--- src/rtl/adcrd_pkg.sv ---
package adcrd_pkg;

    localparam int FRAME_BYTES = 3;
    localparam int FRAME_BITS  = FRAME_BYTES * 8;
    localparam int RES_BITS    = 13;
    localparam int OUT_BITS    = 16;
    localparam int LEAD_ZEROS  = 4;
    localparam int TAIL_ZEROS  = FRAME_BITS - LEAD_ZEROS - 5;

    typedef struct packed {
        logic       single;
        logic [2:0] chan;
    } adc_cmd_t;

    typedef enum logic [1:0] {
        SEQ_IDLE,
        SEQ_SETUP,
        SEQ_XFER,
        SEQ_HOLD
    } seq_state_t;

    typedef enum logic [1:0] {
        ENG_IDLE,
        ENG_LOW,
        ENG_HIGH
    } eng_state_t;

    function automatic logic [FRAME_BITS-1:0] build_tx(input adc_cmd_t cmd);
        return {{LEAD_ZEROS{1'b0}}, 1'b1, cmd.single, cmd.chan, {TAIL_ZEROS{1'b0}}};
    endfunction

    function automatic logic signed [OUT_BITS-1:0] decode_rx(input logic [FRAME_BITS-1:0] rx);
        return {{(OUT_BITS-RES_BITS){rx[RES_BITS-1]}}, rx[RES_BITS-1:0]};
    endfunction

endpackage

--- src/rtl/adcrd_tick.sv ---
module adcrd_tick #(
    parameter int HALF_DIV = 3
) (
    input  logic clk,
    input  logic rst,
    input  logic en,
    output logic tick
);
    localparam int CW = (HALF_DIV > 1) ? $clog2(HALF_DIV) : 1;

    logic [CW-1:0] cnt;

    assign tick = en && (cnt == CW'(HALF_DIV - 1));

    always_ff @(posedge clk) begin
        if (rst || !en || tick) cnt <= '0;
        else                    cnt <= cnt + 1'b1;
    end

    a_r8_tick_bound: assert property (@(posedge clk) disable iff (rst)
        cnt <= CW'(HALF_DIV - 1));

endmodule

--- src/rtl/adcrd_byte_engine.sv ---
module adcrd_byte_engine
    import adcrd_pkg::*;
(
    input  logic       clk,
    input  logic       rst,
    input  logic       start,
    input  logic [7:0] tx_byte,
    input  logic       tick,
    input  logic       miso,
    output logic       sclk,
    output logic       mosi,
    output logic       active,
    output logic       byte_done,
    output logic [7:0] rx_byte
);
    eng_state_t state;
    logic [7:0] sh;
    logic [2:0] bitn;

    assign active = (state != ENG_IDLE);

    always_ff @(posedge clk) begin
        if (rst) begin
            state     <= ENG_IDLE;
            sh        <= '0;
            bitn      <= '0;
            sclk      <= 1'b0;
            mosi      <= 1'b0;
            byte_done <= 1'b0;
            rx_byte   <= '0;
        end else begin
            byte_done <= 1'b0;
            case (state)
                ENG_IDLE: begin
                    if (start) begin
                        sh    <= tx_byte;
                        mosi  <= tx_byte[7];
                        bitn  <= '0;
                        state <= ENG_LOW;
                    end
                end
                ENG_LOW: begin
                    if (tick) begin
                        sclk    <= 1'b1;
                        rx_byte <= {rx_byte[6:0], miso};
                        state   <= ENG_HIGH;
                    end
                end
                ENG_HIGH: begin
                    if (tick) begin
                        sclk <= 1'b0;
                        if (bitn == 3'd7) begin
                            byte_done <= 1'b1;
                            state     <= ENG_IDLE;
                        end else begin
                            bitn  <= bitn + 1'b1;
                            sh    <= {sh[6:0], 1'b0};
                            mosi  <= sh[6];
                            state <= ENG_LOW;
                        end
                    end
                end
                default: state <= ENG_IDLE;
            endcase
        end
    end

    // data to the converter is held while the clock is high
    a_r3_mosi_stable_high: assert property (@(posedge clk) disable iff (rst)
        sclk |-> $stable(mosi));

    a_r1_byte_ends_low: assert property (@(posedge clk) disable iff (rst)
        byte_done |-> !sclk);

endmodule

--- src/rtl/adcrd_sequencer.sv ---
module adcrd_sequencer
    import adcrd_pkg::*;
(
    input  logic                       clk,
    input  logic                       rst,
    input  logic                       req_valid,
    input  adc_cmd_t                   req_cmd,
    input  logic                       tick,
    input  logic                       eng_done,
    input  logic [7:0]                 eng_rx,
    output logic                       eng_start,
    output logic [7:0]                 eng_tx,
    output logic                       tick_en,
    output logic                       csn,
    output logic                       busy,
    output logic                       done,
    output logic signed [OUT_BITS-1:0] result
);
    localparam int BW = $clog2(FRAME_BYTES);

    seq_state_t            state;
    adc_cmd_t              cmd_q;
    logic [FRAME_BITS-1:0] tx_q;
    logic [FRAME_BITS-1:0] rx_q;
    logic [BW-1:0]         byte_idx;

    assign busy    = (state != SEQ_IDLE);
    assign tick_en = (state == SEQ_SETUP) || (state == SEQ_HOLD);

    always_ff @(posedge clk) begin
        if (rst) begin
            state     <= SEQ_IDLE;
            cmd_q     <= '0;
            tx_q      <= '0;
            rx_q      <= '0;
            byte_idx  <= '0;
            eng_start <= 1'b0;
            eng_tx    <= '0;
            csn       <= 1'b1;
            done      <= 1'b0;
            result    <= '0;
        end else begin
            eng_start <= 1'b0;
            done      <= 1'b0;
            case (state)
                SEQ_IDLE: begin
                    if (req_valid) begin
                        cmd_q    <= req_cmd;
                        tx_q     <= build_tx(req_cmd);
                        byte_idx <= '0;
                        csn      <= 1'b0;
                        state    <= SEQ_SETUP;
                    end
                end
                SEQ_SETUP: begin
                    if (tick) begin
                        eng_start <= 1'b1;
                        eng_tx    <= tx_q[FRAME_BITS-1 -: 8];
                        tx_q      <= tx_q << 8;
                        state     <= SEQ_XFER;
                    end
                end
                SEQ_XFER: begin
                    if (eng_done) begin
                        rx_q <= {rx_q[FRAME_BITS-9:0], eng_rx};
                        if (byte_idx == BW'(FRAME_BYTES - 1)) begin
                            state <= SEQ_HOLD;
                        end else begin
                            byte_idx  <= byte_idx + 1'b1;
                            eng_start <= 1'b1;
                            eng_tx    <= tx_q[FRAME_BITS-1 -: 8];
                            tx_q      <= tx_q << 8;
                        end
                    end
                end
                SEQ_HOLD: begin
                    if (tick) begin
                        csn    <= 1'b1;
                        done   <= 1'b1;
                        result <= decode_rx(rx_q);
                        state  <= SEQ_IDLE;
                    end
                end
                default: state <= SEQ_IDLE;
            endcase
        end
    end

    a_r6_done_single: assert property (@(posedge clk) disable iff (rst)
        done |=> !done);

    a_r6_result_held: assert property (@(posedge clk) disable iff (rst)
        !done |-> $stable(result));

    a_r7_cmd_frozen: assert property (@(posedge clk) disable iff (rst)
        busy |=> (!busy || $stable(cmd_q)));

    a_r1_cs_low_busy: assert property (@(posedge clk) disable iff (rst)
        busy |-> (!csn || done));

endmodule

--- src/rtl/adc_frame_reader.sv ---
module adc_frame_reader
    import adcrd_pkg::*;
#(
    parameter int HALF_DIV = 3
) (
    input  logic        clk,
    input  logic        rst,
    input  logic        req_valid,
    input  logic [2:0]  req_chan,
    input  logic        req_single,
    output logic        busy,
    output logic        done,
    output logic [15:0] result,
    output logic        spi_csn,
    output logic        spi_sclk,
    output logic        spi_mosi,
    input  logic        spi_miso
);
    adc_cmd_t   cmd;
    logic       tick, tick_en_seq, eng_active;
    logic       eng_start, eng_done;
    logic [7:0] eng_tx, eng_rx;
    logic signed [OUT_BITS-1:0] res_s;

    assign cmd.single = req_single;
    assign cmd.chan   = req_chan;
    assign result     = res_s;

    adcrd_tick #(.HALF_DIV(HALF_DIV)) tick_i (
        .clk  (clk),
        .rst  (rst),
        .en   (tick_en_seq || eng_active),
        .tick (tick)
    );

    adcrd_byte_engine eng_i (
        .clk       (clk),
        .rst       (rst),
        .start     (eng_start),
        .tx_byte   (eng_tx),
        .tick      (tick),
        .miso      (spi_miso),
        .sclk      (spi_sclk),
        .mosi      (spi_mosi),
        .active    (eng_active),
        .byte_done (eng_done),
        .rx_byte   (eng_rx)
    );

    adcrd_sequencer seq_i (
        .clk       (clk),
        .rst       (rst),
        .req_valid (req_valid),
        .req_cmd   (cmd),
        .tick      (tick),
        .eng_done  (eng_done),
        .eng_rx    (eng_rx),
        .eng_start (eng_start),
        .eng_tx    (eng_tx),
        .tick_en   (tick_en_seq),
        .csn       (spi_csn),
        .busy      (busy),
        .done      (done),
        .result    (res_s)
    );

    // Edge counter for the frame-length property
    logic       sclk_d;
    logic [5:0] rise_cnt;

    always_ff @(posedge clk) begin
        if (rst) begin
            sclk_d   <= 1'b0;
            rise_cnt <= '0;
        end else begin
            sclk_d <= spi_sclk;
            if (!busy)                   rise_cnt <= '0;
            else if (spi_sclk && !sclk_d) rise_cnt <= rise_cnt + 1'b1;
        end
    end

    a_r1_frame_len: assert property (@(posedge clk) disable iff (rst)
        done |-> (rise_cnt == 6'(FRAME_BITS)));

    a_r3_sclk_idle: assert property (@(posedge clk) disable iff (rst)
        spi_csn |-> !spi_sclk);

    a_r5_cs_setup: assert property (@(posedge clk) disable iff (rst)
        $fell(spi_csn) |=> !spi_sclk);

    a_r4_sign_ext: assert property (@(posedge clk) disable iff (rst)
        done |-> (result[15:13] == {3{result[12]}}));

endmodule

--- config.mk ---
export PLATFORM = sky130hd
export DESIGN_NAME = adc_frame_reader
export DESIGN_NICKNAME = d
export VERILOG_FILES = /design/src/rtl/adcrd_pkg.sv /design/src/rtl/adcrd_tick.sv /design/src/rtl/adcrd_byte_engine.sv /design/src/rtl/adcrd_sequencer.sv /design/src/rtl/adc_frame_reader.sv
export SDC_FILE = /design/constraint.sdc
export NUM_CORES = 1
export LEC_CHECK = 0
export BUFFER_PORTS_ARGS = -buffer_cell sky130_fd_sc_hd__buf_2
export CAP_MARGIN = 10
export CORE_MARGIN = 2
export CORE_UTILIZATION = 57
export DETAILED_ROUTE_END_ITERATION = 6
export PLACE_DENSITY = 0.78
export SETUP_SLACK_MARGIN = 0.3
export SLEW_MARGIN = 20
export SYNTH_ARGS = -nofsm -noshare
export SYNTH_HDL_FRONTEND = slang
export SYNTH_SLANG_ARGS = --single-unit
--- constraint.sdc ---
create_clock -name clk -period 2.2 [get_ports clk]
set_input_delay 0.44 -clock clk [delete_from_list [all_inputs] [get_ports clk]]
set_output_delay 0.44 -clock clk [all_outputs]
set_load 0.005 [all_outputs]
==> run summary <==
The core region is 4723 µm². In this run the critical register-to-register path is launched from eng_i.bitn[0]. The post-cts hold buffer count is 0.

The final setup skew came out at 8.508 ps. For this run, the register share of the synthesized area comes to 49.42%. The leakage power total is 1.309 nW. The clock tree synthesis step divided the H-tree into 3 levels. The later pin in the worst-skew pair is clocked with a latency of 340 ps.

The worst endpoint data arrival time is 2010 ps. The power density of the placed cells came out at 957.6 nW/µm². The met1 track utilization from global routing is 25.97%. The signal on the critical path passes through ha_1, ha_1, or4bb_1, nand2_1, a211oi_1. In the global route stage, met3 resource usage came out at 6.233%.

Leaving out fill and tap cells, the most frequent cell in the layout is sky130_fd_sc_hd__nand2_1. Synthesis produced 316 cells. In this run the tool buffered the top-level ports with 28 buffer cells. The total buffers and inverters traversed by the critical path came out at 0.

The pin count of the biggest net entering global routing came out at 23. After detailed routing, the total wire length is 4.821 mm. STA classifies the critical path startpoint as a register. The sequential share of power came out at 45.7%.

Summing the areas of all fa, ha and maj instances in the mapped netlist gives 4.029% of the synthesized area. After synthesis, the largest family of logic cells by area is simple AND/OR/NAND/NOR gates. The largest driver fanout on the critical path is 8.

The first detailed-routing pass ran for 4 iterations. The number of DRC violations after detailed routing came out at 0. The average cell area after synthesis is 8.846 µm². The flow ran to the end, and the final reports show no timing, DRC or antenna violations. The worst hold path stage count came out at 3.

The total power came out at 3.013 mW. The clock tree root driver cell is sky130_fd_sc_hd__clkbuf_8. The final worst-path cycle share came out at 81.63%. The number of antenna violations at the first check in global routing is 0.

The count of pins over their slew limit is 0. The clock-pin slew of the registers on the worst-case setup and hold paths came out at 70 ps. The number of global-route vias before repair came out at 1868. The maximum resistive drop on vdd is 0.0007873 V. The cell area after synthesis is 2795 µm². The worst max-slew margin expressed relative to the limit came out at 59.66%.

The via density per instance is 5.157. The iteration-0 DRC count of the detailed router is 105. The layout cell share with drive strength beyond 1 came out at 16.18%. The aggregate negative setup slack is 0 ps. The critical path is of the reg2reg type. The path class of the tightest hold or removal check is in2reg. The warning count from the yosys run came out at 0. Setup repair after global routing left no endpoint under its margin. The shortest period the worst path allows is 1796 ps. The number of rows in the core area is 25.

STA classifies the critical path endpoint as a register. Static timing analysis puts the maximum clock frequency at 0.5568 GHz. In this run the register-to-register setup slack is 400 ps. The relative contribution of the clock network to total power is 33.7%.

The CTS sink count is 69. The worst reg2reg path endpoint is eng_i.sh[1]. The area fraction in and, or, nand and nor cells after synthesis came out at 21.08%. The flop and latch count out of synthesis came out at 69.

STA puts the critical path data required time at 2420 ps. The wire length of the first global-routing pass came out at 8.142 mm. The overall track demand over capacity in global routing came out at 19.45%. The switching part of the total is 27.77%. In this run the worst setup path begins at eng_i.bitn[0].

After legalization and detailed placement, the total HPWL measured 3.305 mm. The synthesized netlist devotes 0% of its cell area to XOR and XNOR gates. The switching power of the nets is 0.8369 mW. The unique cell type count in the Yosys netlist came out at 36. The cell that appears most often on the critical path is sky130_fd_sc_hd__ha_1. The repair_antennas step left the layout with diodes totalling 0. After global routing, the most crowded layer is met2. The number of nets in the final layout is 352. The actual transition at the worst max-transition pin came out at 604.5 ps.

The depth of the most critical reg-to-reg path is 5. The routed length per placed instance is 11.85 µm. The worst hold path begins at spi_miso. 29 I/O pins were placed. On the critical path, the stage with the largest delay is an instance of sky130_fd_sc_hd__or4bb_1. In this run the number of cells on the critical path is 5. Global routing consumed, on the met2 layer, 28.67% of the routing resources.

The horizontal die dimension came out at 74.03 µm. The die is 74.03 µm tall. The total overflow reported by the global router is 0. The internal power of the cells came out at 2.176 mW. TritonCTS built the clock tree. The synthesized netlist net count is 333.

The number of buffers on the longest clock path came out at 2. The compound-cell area share of the yosys netlist is 11.28%. In the layout the commonest cells are sky130_fd_sc_hd__nand2_1 (76), sky130_fd_sc_hd__dfxtp_1 (69), sky130_fd_sc_hd__a21oi_1 (34).

The routed layout has 2099 vias. The count of final setup violators came out at 0. The mux cell area share after synthesis is 8.953%. Buffers inserted during clock tree synthesis total 9. The critical path's largest stage delay came out at 640 ps. The layout overhead on the synthesized area is 12.58%. The global placer's final weighted congestion is 0.8391. Once the floorplan was initialized, standard cells occupied 59.18% of the core. The combinational power share came out at 20.6%. The reported max-cap violation count is 0. The final number of hold-violating endpoints was 0. The antenna violation net count after detailed routing came out at 0. In this run the worst setup path terminates at eng_i.sh[1].

The area of the die is 5480 µm². The cell family contributing the most delay on the critical path is simple AND/OR/NAND/NOR gates.
layer usage:
| layer | wire [µm] | part of all wire (%) |
|---|---|---|
| met5 | 0 | 0 |
| met4 | 65 | 1.3 |
| met3 | 235 | 4.9 |
| met2 | 2075 | 43 |
| met1 | 2444 | 51 |
cells in the mapped netlist:
cell	number	area share, %
sky130_fd_sc_hd__nand2b_1	1	0.22
sky130_fd_sc_hd__ha_1	9	4.0
sky130_fd_sc_hd__buf_2	6	1.1
sky130_fd_sc_hd__nor4b_1	1	0.31
sky130_fd_sc_hd__dfxtp_1	69	49
sky130_fd_sc_hd__a31oi_1	2	0.45
sky130_fd_sc_hd__buf_4	4	1.1
sky130_fd_sc_hd__o21ai_0	2	0.36
sky130_fd_sc_hd__a21oi_1	34	6.1
sky130_fd_sc_hd__nand2b_2	1	0.31
sky130_fd_sc_hd__nand3b_1	3	0.81
sky130_fd_sc_hd__o31ai_1	2	0.54
sky130_fd_sc_hd__nand3_1	11	2.0
sky130_fd_sc_hd__mux2i_1	25	9.0
sky130_fd_sc_hd__or4bb_1	1	0.40
sky130_fd_sc_hd__or4_1	3	0.81
sky130_fd_sc_hd__clkbuf_1	14	1.9
sky130_fd_sc_hd__or3b_2	1	0.31
sky130_fd_sc_hd__a211oi_1	6	1.6
sky130_fd_sc_hd__nor4bb_1	2	0.72
sky130_fd_sc_hd__and2_1	2	0.45
sky130_fd_sc_hd__a2111oi_4	1	0.98
sky130_fd_sc_hd__a211o_2	1	0.36
sky130_fd_sc_hd__nor2b_2	1	0.31
sky130_fd_sc_hd__nor3_1	4	0.72
sky130_fd_sc_hd__or3_1	1	0.22
sky130_fd_sc_hd__nor2b_1	2	0.45
sky130_fd_sc_hd__nand2_1	76	10
sky130_fd_sc_hd__or2_2	1	0.22
sky130_fd_sc_hd__nor2_1	16	2.1
sky130_fd_sc_hd__a221o_1	1	0.36
sky130_fd_sc_hd__a21boi_0	1	0.27
sky130_fd_sc_hd__nor3b_1	1	0.27
sky130_fd_sc_hd__inv_1	9	1.2
sky130_fd_sc_hd__nor4_1	1	0.22
sky130_fd_sc_hd__o21a_1	1	0.27
area by class of cell:
type | instances | area (µm²)
clock buffer | 11 | 141.4
sequential | 69 | 1381
tap | 67 | 83.83
inverter | 9 | 33.78
fill | 381 | 1577
clock inverter | 5 | 60.06
timing repair buffer | 32 | 170.2
multi-input combinational | 214 | 1276
through the flow:
step / area, µm² / worst slack, ps / hold slack (ps) / cells / utilization (%)
floorplan: 2795 / 546.3 / 392.0 / 316 / -
global placement: 2929 / 433.0 / 400.5 / 390 / 62.01
detailed placement: 2929 / 391.3 / 411.0 / 390 / 62.01
CTS: 3131 / 381.0 / 327.7 / 406 / 66.28
global route: 3147 / 315.0 / 347.1 / 407 / 66.62
finish: 3147 / 404.0 / 337.5 / 407 / 66.62
tightest hold or removal path, stage by stage:
cell	delay, ps
sky130_fd_sc_hd__buf_2	70
sky130_fd_sc_hd__mux2i_1	50
sky130_fd_sc_hd__nor2_1	70
flip-flops by register name, summed over array words and instances (netlist names), 3 cells and up:
signal and cells:
seq_i.tx_q 6, seq_i.rx_q 13, eng_i.sh 7, eng_i.rx_byte 8, eng_i.bitn 3, seq_i.eng_tx 5
seq_i.result 13
worst min-delay path by stage:
stage / to
2_1_floorplan: tick_i.cnt[0]
3_3_place_gp: tick_i.cnt[0]
3_5_place_dp: tick_i.cnt[0]
4_1_cts: eng_i.rx_byte[0]
5_1_grt: eng_i.rx_byte[0]
6_report: eng_i.rx_byte[0]
what timing repair did:
action / in CTS / in global routing
hold endpoints to repair: 0 / 0
setup buffers: 0 / 1
endpoints found under the setup margin: 0 / 12
gates resized for setup: 0 / 2
cells by family after synthesis:
kind of cell,Yosys count
simple gates,129
flops,69
compound gates,51
buf+inv,33
mux,25
fa+ha+maj,9
power by group through the flow:
stage,clock (mW),sequential [mW],combinational [mW]
after floorplan,0,1.40,0.492
final,1.02,1.38,0.621
after CTS,1.04,1.38,0.598
after global routing,1.09,1.39,0.698
after global placement,0,1.40,0.580
after detailed placement,0,1.41,0.595
Note: power is estimated with default switching activity, not from simulation.
